--- src/rtl/embed_cache.sv ---
module embed_cache #(
  parameter int ADDR_W = 16,
  parameter int DATA_W = 32,
  parameter int SETS   = 4,
  parameter int WAYS   = 4,
  parameter int CNT_W  = 16
) (
  input  logic              clk,
  input  logic              rst_n,
  input  logic              req_valid,
  input  logic [ADDR_W-1:0] req_addr,
  input  logic              req_keep,
  output logic              req_ready,
  output logic              mem_req_valid,
  output logic [ADDR_W-1:0] mem_req_addr,
  input  logic              mem_rsp_valid,
  input  logic [DATA_W-1:0] mem_rsp_data,
  output logic              rsp_valid,
  output logic [DATA_W-1:0] rsp_data,
  output logic              rsp_hit,
  output logic [CNT_W-1:0]  hit_count,
  output logic [CNT_W-1:0]  miss_count
);
  localparam int IDX_W = (SETS > 1) ? $clog2(SETS) : 1;
  localparam int TAG_W = ADDR_W - IDX_W;
  localparam int AGE_W = (WAYS > 1) ? $clog2(WAYS) : 1;
  localparam int WAY_W = AGE_W;

  logic [TAG_W-1:0]  tag_q  [SETS][WAYS];
  logic [DATA_W-1:0] data_q [SETS][WAYS];
  logic [AGE_W-1:0]  age_q  [SETS][WAYS];
  logic [WAYS-1:0]   vld_q  [SETS];

  logic              busy_q;
  logic [ADDR_W-1:0] pend_addr_q;
  logic              pend_keep_q;
  logic [WAY_W-1:0]  pend_way_q;

  logic [IDX_W-1:0] idx;
  logic [TAG_W-1:0] tg;
  logic [WAYS-1:0]  hit_vec;
  logic [WAY_W-1:0] hit_way, victim;
  logic             lookup_hit, accept, fill;
  logic             touch_en;
  logic [IDX_W-1:0] touch_set;
  logic [WAY_W-1:0] touch_way;

  assign idx = req_addr[IDX_W-1:0];
  assign tg  = req_addr[ADDR_W-1:IDX_W];

  for (genvar w = 0; w < WAYS; w++) begin : g_cmp
    assign hit_vec[w] = vld_q[idx][w] && (tag_q[idx][w] == tg);
  end

  always_comb begin
    hit_way = '0;
    victim  = '0;
    for (int w = 0; w < WAYS; w++) begin
      if (hit_vec[w]) hit_way = WAY_W'(w);
      if (age_q[idx][w] == AGE_W'(WAYS - 1)) victim = WAY_W'(w);
    end
    for (int w = WAYS - 1; w >= 0; w--)
      if (!vld_q[idx][w]) victim = WAY_W'(w);
  end

  assign req_ready     = !busy_q;
  assign accept        = req_valid && !busy_q;
  assign lookup_hit    = req_keep && (|hit_vec);
  assign mem_req_valid = accept && !lookup_hit;
  assign mem_req_addr  = req_addr;
  assign fill          = busy_q && mem_rsp_valid && pend_keep_q;

  assign touch_en  = (accept && lookup_hit) || fill;
  assign touch_set = fill ? pend_addr_q[IDX_W-1:0] : idx;
  assign touch_way = fill ? pend_way_q : hit_way;

  always_ff @(posedge clk) begin
    if (!rst_n) begin
      for (int s = 0; s < SETS; s++)
        for (int w = 0; w < WAYS; w++) age_q[s][w] <= AGE_W'(w);
    end else if (touch_en) begin
      for (int w = 0; w < WAYS; w++)
        if (age_q[touch_set][w] < age_q[touch_set][touch_way])
          age_q[touch_set][w] <= age_q[touch_set][w] + 1'b1;
      age_q[touch_set][touch_way] <= '0;
    end
  end

  always_ff @(posedge clk) begin
    if (fill) begin
      tag_q[pend_addr_q[IDX_W-1:0]][pend_way_q]  <= pend_addr_q[ADDR_W-1:IDX_W];
      data_q[pend_addr_q[IDX_W-1:0]][pend_way_q] <= mem_rsp_data;
    end
  end

  always_ff @(posedge clk) begin
    if (!rst_n) begin
      for (int s = 0; s < SETS; s++) vld_q[s] <= '0;
      busy_q      <= 1'b0;
      pend_addr_q <= '0;
      pend_keep_q <= 1'b0;
      pend_way_q  <= '0;
      rsp_valid   <= 1'b0;
      rsp_data    <= '0;
      rsp_hit     <= 1'b0;
      hit_count   <= '0;
      miss_count  <= '0;
    end else begin
      rsp_valid <= 1'b0;
      if (accept) begin
        if (lookup_hit) begin
          rsp_valid <= 1'b1;
          rsp_data  <= data_q[idx][hit_way];
          rsp_hit   <= 1'b1;
          hit_count <= hit_count + 1'b1;
        end else begin
          busy_q      <= 1'b1;
          pend_addr_q <= req_addr;
          pend_keep_q <= req_keep;
          pend_way_q  <= victim;
          if (req_keep) miss_count <= miss_count + 1'b1;
        end
      end else if (busy_q && mem_rsp_valid) begin
        busy_q    <= 1'b0;
        rsp_valid <= 1'b1;
        rsp_data  <= mem_rsp_data;
        rsp_hit   <= 1'b0;
        if (pend_keep_q) vld_q[pend_addr_q[IDX_W-1:0]][pend_way_q] <= 1'b1;
      end
    end
  end
endmodule

--- config.mk ---
export PLATFORM = sky130hd
export DESIGN_NAME = embed_cache
export DESIGN_NICKNAME = d
export VERILOG_FILES = /design/src/rtl/embed_cache.sv
export SDC_FILE = /design/constraint.sdc
export NUM_CORES = 1
export LEC_CHECK = 0
export BUFFER_PORTS_ARGS = -buffer_cell sky130_fd_sc_hd__buf_2
export CELL_PAD_IN_SITES_DETAIL_PLACEMENT = 0
export CELL_PAD_IN_SITES_GLOBAL_PLACEMENT = 1
export CORE_MARGIN = 2
export CORE_UTILIZATION = 57
export CTS_CLUSTER_SIZE = 20
export DETAILED_ROUTE_END_ITERATION = 10
export GPL_TIMING_DRIVEN = 0
export HOLD_SLACK_MARGIN = 0.05
export PLACE_DENSITY_LB_ADDON = 0.05
export SKIP_CTS_REPAIR_TIMING = 1
export SLEW_MARGIN = 20
export SYNTH_ARGS = -nofsm -noshare
export SYNTH_HDL_FRONTEND = slang
export SYNTH_SLANG_ARGS = --single-unit
--- constraint.sdc ---
create_clock -name clk -period 12.2 [get_ports clk]
set_clock_uncertainty 0.05 [all_clocks]
set_input_delay 2.44 -clock clk [delete_from_list [all_inputs] [get_ports clk]]
set_output_delay 2.44 -clock clk [all_outputs]
set_load 0.02 [all_outputs]
---- Yosys cells after proc, flatten, opt, wreduce, memory -nomap -nowiden ----
Memory sizes are Yosys's and may differ from the RTL's.
Index checks and enable logic that the tools add are counted.
word-level totals
  memory bits (writable) .................. 784
  memories kept ........................... 4
  output and inout port bits .............. 84
  word-level logic and storage cells ...... 155
  bits of input ports ..................... 53
  bits in registers ....................... 86
cells by class
  add/sub/neg operators ................... 6
  bitwise operators ....................... 12
  $lt $le $gt $ge ......................... 11
  reduce and logical (&&, ||, !) cells .... 25
  eq/ne operators ......................... 9
  multiplexer cells ....................... 79
memory list
  name    depth  width  read ports  clocked after memory_dff  wr ports  line  RTL
  data_q  4      128    1           0                         1         30    logic [DATA_W-1:0] data_q [SETS][WAYS];
  tag_q   4      56     1           0                         1         29    logic [TAG_W-1:0] tag_q [SETS][WAYS];
  age_q   4      8      2           0                         4         31    logic [AGE_W-1:0] age_q [SETS][WAYS];
  vld_q   4      4      1           0                         4         32    logic [WAYS-1:0] vld_q [SETS];
operator list
  cell                                                        number
  2-to-1 mux 32 bit                                           6
  2-to-1 mux 128 bit                                          1
  binary-select mux 32 bit (select 2 bit)                     1
  demux 32 bit (select 2 bit)                                 1
  == test 14 bit                                              4
  2-to-1 mux 56 bit                                           1
  2-to-1 mux 1 bit                                            43
  adder 16 x 1 -> 16 bit, second input constant               2
  2-to-1 mux 2 bit                                            15
  demux 14 bit (select 2 bit)                                 1
  2-to-1 mux 8 bit                                            3
  2-to-1 mux 14 bit                                           1
  logical AND 1 bit                                           13
  2-to-1 mux 4 bit                                            3
  greater-or-equal comparator 3 bit, second input constant    3
  NOT 2 -> 3 bit                                              3
  adder 2 x 1 -> 2 bit, second input constant                 4
  less-than comparator 2 bit                                  4
  OR 1 bit                                                    8
  AND reduction 2 bit                                         4
  OR reduction 4 bit                                          2
  OR reduction 8 bit                                          1
  == test 2 bit, second input constant                        3
  less-than comparator 3 x 1 -> 1 bit, second input constant  2
  11 further kinds                                            13

---- Longest topological paths before layout ----
Gate-level depths: netlist of run 1.
An unclocked memory read counts as a cell.
  depth after elaboration ................. 19
  gate-level depth with buffers ........... 15
  depth with buffers taken out ............ 10

---- Worst setup path after synthesis of run 1 ----
No wires, ideal clock.
  kind .................................... input port to output port
  start ................................... input port req_addr[0]
  end ..................................... output port mem_req_valid
  data arrival time ....................... 5082 ps
  cell stages on the path ................. 11
  buffers on the path ..................... 4
  path slack .............................. 4628 ps
  data required time ...................... 9710 ps
  cell sequence ........................... buf_6 -> buf_4 -> buf_4 -> mux4_2 -> xnor2_1 -> nand4_1 -> nor3_1 -> a21oi_1 -> nand3_1 -> a21oi_1 -> clkbuf_1
on the way
  longest elaborated chain between the ends .. 7
  elaborated cells on any way between the ends .. 14
  those cells by class .................... eq/ne (4); reduce/logical (8); memory (2)
ends and longest elaborated chain
  item                      line  RTL
  start: declaration        11    input logic [ADDR_W-1:0] req_addr,
  memory read (4 x 56 bit)  -
  == test 14 bit            52    assign hit_vec[w] = vld_q[idx][w] && (tag_q[idx][w] == tg);
  logical AND 1 bit         52
  OR reduction 4 bit (*)    68    assign lookup_hit = req_keep && (|hit_vec);
  logical AND 1 bit (*)     68
  logical NOT 1 bit (*)     69    assign mem_req_valid = accept && !lookup_hit;
  logical AND 1 bit (*)     69
  end: declaration          14    output logic mem_req_valid,
Every way passes the cells marked *; elsewhere a longest branch is shown, timed or not.

---- Worst setup path after layout of run 1 ----
Ends and elaborated chain as after synthesis.

==> impl_metrics.csv, run 1 <==
group,metric,value,unit
route,num_vias,20300,
clock_network,cts_tree,"built",
clock_network,clk_pin_slew,0.06,ns
global_route,antenna_found_initial,6,
sta,finalSetupTns,0,ns
sta,fin_crit_sh,0.772,
layout,diodes,0,
synth,syn-cell-area,35500,um2
floorplan,die_area,64300,um2
route,drc,0,
worst_setup_path,r2r_cells,10,
sta,tightest_slew,1.17,ns
clock_network,clock_latency,0.64,ns
sta,finalSetupViolCount,0,
worst_setup_path,worstPathRequired,9.71,ns
synth,seq_area_frac_synth,0.711,
floorplan,fp.dieH,254,um
route,final_antenna_net_count,0,
power,ir_drop,176,uV
sta,fin_ws,2.78,ns
global_route,overflow,0,
synth,yosys_register_bits,870,
sta,fin_crit,9.42,ns
worst_setup_path,cp.arrival,6.93,ns
sta,drv_slew,0,
synth,synthTopCellsByArea,"edfxtp_1, mux4_2, dfxtp_1",
placement,pre_cts_ws,2.84,ns
power,powerDensity,155,nW/um2
floorplan,num_rows,91,
synth,synth_edf_count,784,
worst_setup_path,worstSetupEndpointType,"primary output",
outcome,status,"complete, no violations",
synth,ys.flop_type,"edfxtp_1",
synth,synthDistinctLibCells,71,
hold_path,hp-class,"register to register",
global_route,grt_pass1_wl,134,mm
run,cap_violations,0,
synth,synthesis.nets,2087,
layout,utilization,0.672,
placement,port-buffer-count,124,
layout,fillers,4194,
route,drt_iter0_drc,2478,
floorplan,die_w,254,um
hold_path,hold_start,"rsp_data[22]",
floorplan,io_pins,137,
sta,final_hold_viol_count,0,
global_route,grt_usage,0.291,
route,wl_per_cell,28.3,um
route,via_per_inst,6.31,
layout,nets,2367,
clock_network,clock-sinks,870,
floorplan,core_area,61700,um2
synth,synth_common_cells,"edfxtp_1, mux4_2, clkbuf_1, nand2_1, mux2i_1",
synth,synth.top_cell.area_share,0.663,
clock_network,cts_made_buffers,87,
route,drt_wl_total,91.3,mm
worst_setup_path,r2r-start,"tag_q[1][27]",
synth,avgSynthCellArea,17.5,um2
worst_setup_path,cp_max_fo,10,
placement,dp_hpwl,60.4,mm
synth,async_reset_ff_frac,0,
floorplan,start_util,0.576,
power,p_leak,14.1,nW
sta,max_freq,0.106,GHz
hold_path,worstHoldPathCells,2,
sta,maxSlewHeadroom,0.223,
global_route,grt_pass1_vias,20700,
global_route,grt_max_degree,19,
clock_network,cts_buffer_depth,3,
layout,layout-drive-gt1-share,0.248,
worst_setup_path,worstSetupPathType,"primary input to primary output",
synth,yosysTopAreaCell,"edfxtp_1",
worst_setup_path,startpoint,"req_addr[0]",
sta,hold_ws,0.423,ns
sta,rsz0062_at_grt,"no",
route,dr.pass1.iters,6,
placement,gp_congestion,0.881,
layout,area.growth.synth_to_final,16.7,%
clock_network,ctsRootBufferMaster,"clkbuf_16",
clock_network,htree_levels,3,
synth,post-synth-top-count-cell,"edfxtp_1",
synth,synth_cells,2032,
worst_setup_path,start_kind,"primary input",
synth,ys_warn_count,0,
power by group:
part | internal, W | switching (W) | leakage (nW)
sequential | 0.00326 | 0.0000226 | 7.77
clock | 0.00170 | 0.00111 | 1.48
combinational | 0.000125 | 0.000206 | 4.83
total | 0.00509 | 0.00134 | 14.1
worst max-delay path, cell delays in order:
cell and delay, ns:
buf_2 0.14, buf_6 0.20, buf_4 0.29, buf_4 0.30
inv_1 0.24, o21ai_0 0.15, nor4_1 0.08, o22ai_1 0.27
or3_4 0.26, clkbuf_1 0.78, nand3_1 0.17, a21oi_1 0.60
clkbuf_1 0.68, buf_2 0.30
layout make-up:
type | instances | area (um2) | area share
flip-flops and latches | 870 | 25300 | 0.609
multi-input cells | 1005 | 9660 | 0.233
clock buffers | 114 | 2430 | 0.0587
repair buffers | 191 | 1720 | 0.0414
well taps | 837 | 1050 | 0.0253
plain buffers | 146 | 702 | 0.0169
clock inverters | 48 | 592 | 0.0143
inverters | 11 | 41.3 | 0.000996
placed cells by master (no fill, tap or decap), types with 14 or more instances in the layout:
| cell type | n |
|---|---|
| buf_4 | 53 |
| bufinv_16 | 14 |
| xnor2_1 | 64 |
| or3_1 | 17 |
| nor2_1 | 39 |
| clkinv_2 | 14 |
| buf_16 | 21 |
| clkinv_1 | 16 |
| and3_1 | 45 |
| clkbuf_1 | 109 |
| nand2b_1 | 16 |
| mux2i_1 | 89 |
| o31ai_1 | 35 |
| o22ai_1 | 35 |
| edfxtp_1 | 784 |
| dfxtp_1 | 86 |
| nor2b_1 | 23 |
| mux4_2 | 181 |
| nand2_1 | 91 |
| o21ai_0 | 76 |
| xor2_1 | 14 |
| nand3_1 | 56 |
| and2_1 | 28 |
| buf_2 | 132 |
| nor3_1 | 43 |
| clkbuf_16 | 92 |
kinds of logic after synthesis:
logic type               count (synthesis)  share of synthesized area
AO/OA/AOI/OAI                          221                     0.0413
AND/OR/NAND/NOR                        422                     0.0626
XOR/XNOR                                80                     0.0201
buffers and inverters                  157                     0.0206
adder cells (fa/ha/maj)                  4                    0.00127
multiplexers                           278                      0.143
flip-flops                             870                      0.711
routing by layer:
| layer | wire [um] | track usage | part of all wire | up-vias |
|---|---|---|---|---|
| met5 | 60 | 0 | 0.00066 | - |
| li1 | - | - | - | 8688 |
| met1 | 35900 | 0.394 | 0.39 | 10400 |
| met2 | 44500 | 0.474 | 0.49 | 1000 |
| met3 | 8070 | 0.0637 | 0.088 | 198 |
| met4 | 2760 | 0.0963 | 0.030 | 10 |
per-stage QoR:
stage / total power, W / cells / cell area, um2
4_1_cts: 0.00646 / 3221 / 41400
3_3_place_gp: 0.00367 / 2993 / 37200
6_report: 0.00643 / 3222 / 41500
5_1_grt: 0.00660 / 3222 / 41500
3_5_place_dp: 0.00368 / 3059 / 38400
2_1_floorplan: 0.00354 / 2032 / 35500
flip-flops by register name, summed over array words and instances (netlist names):
register / flops
tag_q: 224
age_q: 32
rsp_valid: 1
pend_way_q: 2
data_q: 512
vld_q: 16
busy_q: 1
rsp_hit: 1
pend_addr_q: 16
rsp_data: 32
miss_count: 16
pend_keep_q: 1
hit_count: 16
path summary, 6_finish.rpt:
| check | end | slack (ns) |
|---|---|---|
| hold reg to reg | rsp_data[22] | 0.42 |
| hold / removal | rsp_data[22] | 0.42 |
| setup / recovery | mem_req_valid | 2.78 |
| setup reg to reg | age_q[0][6] | 7.46 |
Note: power is estimated with default switching activity, not from simulation.
==> inputs of run 2 (changes only) <==
--- a/config.mk
+++ b/config.mk
@@ -5,11 +5,12 @@
 export SDC_FILE = /design/constraint.sdc
 export NUM_CORES = 1
 export LEC_CHECK = 0
+export ABC_AREA = 1
 export BUFFER_PORTS_ARGS = -buffer_cell sky130_fd_sc_hd__buf_2
 export CELL_PAD_IN_SITES_DETAIL_PLACEMENT = 0
 export CELL_PAD_IN_SITES_GLOBAL_PLACEMENT = 1
 export CORE_MARGIN = 2
-export CORE_UTILIZATION = 57
+export CORE_UTILIZATION = 45
 export CTS_CLUSTER_SIZE = 20
 export DETAILED_ROUTE_END_ITERATION = 10
 export GPL_TIMING_DRIVEN = 0
==> constraint.sdc (replaced) <==
create_clock -name clk -period 7.8 [get_ports clk]
set_clock_uncertainty 0.05 [all_clocks]
set_input_delay 1.56 -clock clk [delete_from_list [all_inputs] [get_ports clk]]
set_output_delay 1.56 -clock clk [all_outputs]
set_load 0.02 [all_outputs]
==> run 2 against run 1 <==
Net effect: total power is 59% higher; critical path depth grew 5; final area up 1.8%; core utilization decreased by 14 points; via count increased by 30%; first-iteration DRC count increased by 14%; setup slack worse by 1.7 ns; wire length grew 26%; synthesized area rose by 1.8%; clock power up 57%; die area is 29% higher; sequential cell count stayed put; critical path type unchanged; largest cell class unchanged; largest power group unchanged.
==> impl_metrics.csv, run 2 <==
group,metric,value,unit
outcome,status,"complete, no violations",
global_route,grt_pass1_vias,25200,
synth,synth_cells,3238,
layout,area.growth.synth_to_final,16.7,%
route,num_vias,26300,
route,wl_per_cell,24.9,um
sta,fin_crit_sh,0.861,
global_route,grt_pass1_wl,167,mm
sta,rsz0062_at_grt,"no",
floorplan,core_area,79300,um2
floorplan,io_pins,137,
synth,syn-cell-area,36200,um2
layout,layout_commonest_cell,"edfxtp_1",
route,drt_iter0_drc,2837,
synth,synthTopCellsByArea,"edfxtp_1, nand2_1, dfxtp_1",
sta,tightest_slew,1.12,ns
sta,final_hold_viol_count,0,
clock_network,cts_buffer_depth,3,
synth,seq_area_frac_synth,0.698,
global_route,grt_usage,0.278,
route,final_antenna_net_count,0,
synth,avgSynthCellArea,11.2,um2
hold_path,hp-class,"register to register",
synth,synthDistinctLibCells,47,
synth,yosysTopAreaCell,"edfxtp_1",
clock_network,clk_pin_slew,0.06,ns
sta,finalSetupTns,0,ns
sta,drv_slew,0,
power,powerDensity,243,nW/um2
power,p_leak,15.1,nW
worst_setup_path,worstPathRequired,6.19,ns
synth,yosys_register_bits,870,
placement,port-buffer-count,134,
worst_setup_path,cp_max_fo,10,
synth,ys.flop_type,"edfxtp_1",
power,ir_drop,199,uV
worst_setup_path,worstSetupEndpointType,"primary output",
clock_network,cts_tree,"built",
synth,post-synth-top-count-cell,"edfxtp_1",
layout,layout-drive-gt1-share,0.124,
floorplan,die_w,288,um
clock_network,cts_made_buffers,92,
sta,maxSlewHeadroom,0.253,
sta,max_freq,0.149,GHz
global_route,grt_max_degree,23,
layout,nets,3559,
synth,synth_common_cells,"edfxtp_1, nand2_1, nor2_1, o21ai_0, nand3_1",
global_route,overflow,0,
route,dr.pass1.iters,5,
clock_network,ctsRootBufferMaster,"clkbuf_16",
layout,largest_reg_flops,512,
floorplan,fp.dieH,288,um
floorplan,num_rows,103,
clock_network,clock-sinks,870,
synth,ys_warn_count,0,
worst_setup_path,worstSetupPathType,"primary input to primary output",
power,totalPowerFinal,0.0102,W
sta,hold_ws,0.413,ns
route,via_per_inst,5.68,
worst_setup_path,start_kind,"primary input",
run,cap_violations,0,
synth,synthesis.nets,3293,
route,drt_wl_total,116,mm
layout,mostFrequentLayoutCells,"edfxtp_1, nand2_1, nor2_1",
route,drc,0,
worst_setup_path,cp.arrival,5.10,ns
synth,synth.top_cell.area_share,0.651,
clock_network,htree_levels,3,
floorplan,die_area,82700,um2
global_route,antenna_found_initial,5,
placement,dp_hpwl,80.0,mm
clock_network,clock_latency,0.66,ns
sta,finalSetupViolCount,0,
synth,synth_edf_count,784,
sta,fin_crit,6.71,ns
synth,async_reset_ff_frac,0,
placement,gp_congestion,0.854,
floorplan,start_util,0.456,
[run 2: kinds of logic after synthesis]
family	synth area share
simple gates	0.160
flops	0.698
compound gates	0.101
buf+inv	0.0381
xor+xnor	0.00242
fa+ha+maj	0.000692
[run 2: area by class of cell]
cell class | instances | area (um2)
timing repair buffer | 172 | 1560
buffer | 200 | 1000
fill | 6920 | 37000
clock buffer | 131 | 2540
tap | 1050 | 1310
antenna | 2 | 5.00
multi-input combinational | 2068 | 9650
clock inverter | 40 | 492
sequential | 870 | 25300
inverter | 100 | 378
[run 2: critical path, cell delays in order]
cell     delay, ns
buf_2         0.17
inv_2         0.06
buf_2         0.27
o21ai_0       0.14
o22ai_1       0.59
nand2_1       0.10
nor2_1        0.11
nand2_1       0.06
nor2_1        0.08
nand2_1       0.34
nand2_2       0.37
inv_2         0.15
nand3_2       0.17
nand2_1       0.06
nand2_1       0.11
buf_2         0.27
inv_1         0.09
buf_2         0.19
buf_2         0.20
[run 2: through the flow]
step,utilization,instances,instance area (um2),worst slack [ns]
floorplan,-,3238,36200,2.75
global placement,0.481,4422,38200,0.159
detailed placement,0.494,4460,39200,1.14
CTS,0.532,4631,42200,1.14
global route,0.532,4631,42200,0.915
finish,0.533,4633,42200,1.09
[run 2: metal layers]
metal,global-route usage,wire [um],up-vias
li1,-,-,12100
met1,0.360,46700,13000
met2,0.480,57100,1081
met3,0.0372,7560,199
met4,0.0966,4130,2
met5,0,14,-
[run 2: worst paths after layout]
check | start | endpoint | slack [ns] | depth (start not counted)
setup / recovery | req_addr[1] | mem_req_valid | 1.09 | 19
hold / removal | hit_count[15] | hit_count[15] | 0.41 | 2
setup reg to reg | vld_q[2][3] | rsp_data[10] | 3.69 | 16
hold reg to reg | hit_count[15] | hit_count[15] | 0.41 | 2
[run 2: where the power goes]
group / switching, W / internal [W] / leakage, nW
Combinational: 0.000501 / 0.000180 / 5.82
Clock: 0.00184 / 0.00255 / 1.48
Sequential: 0.0000495 / 0.00512 / 7.82
Total: 0.00239 / 0.00785 / 15.1
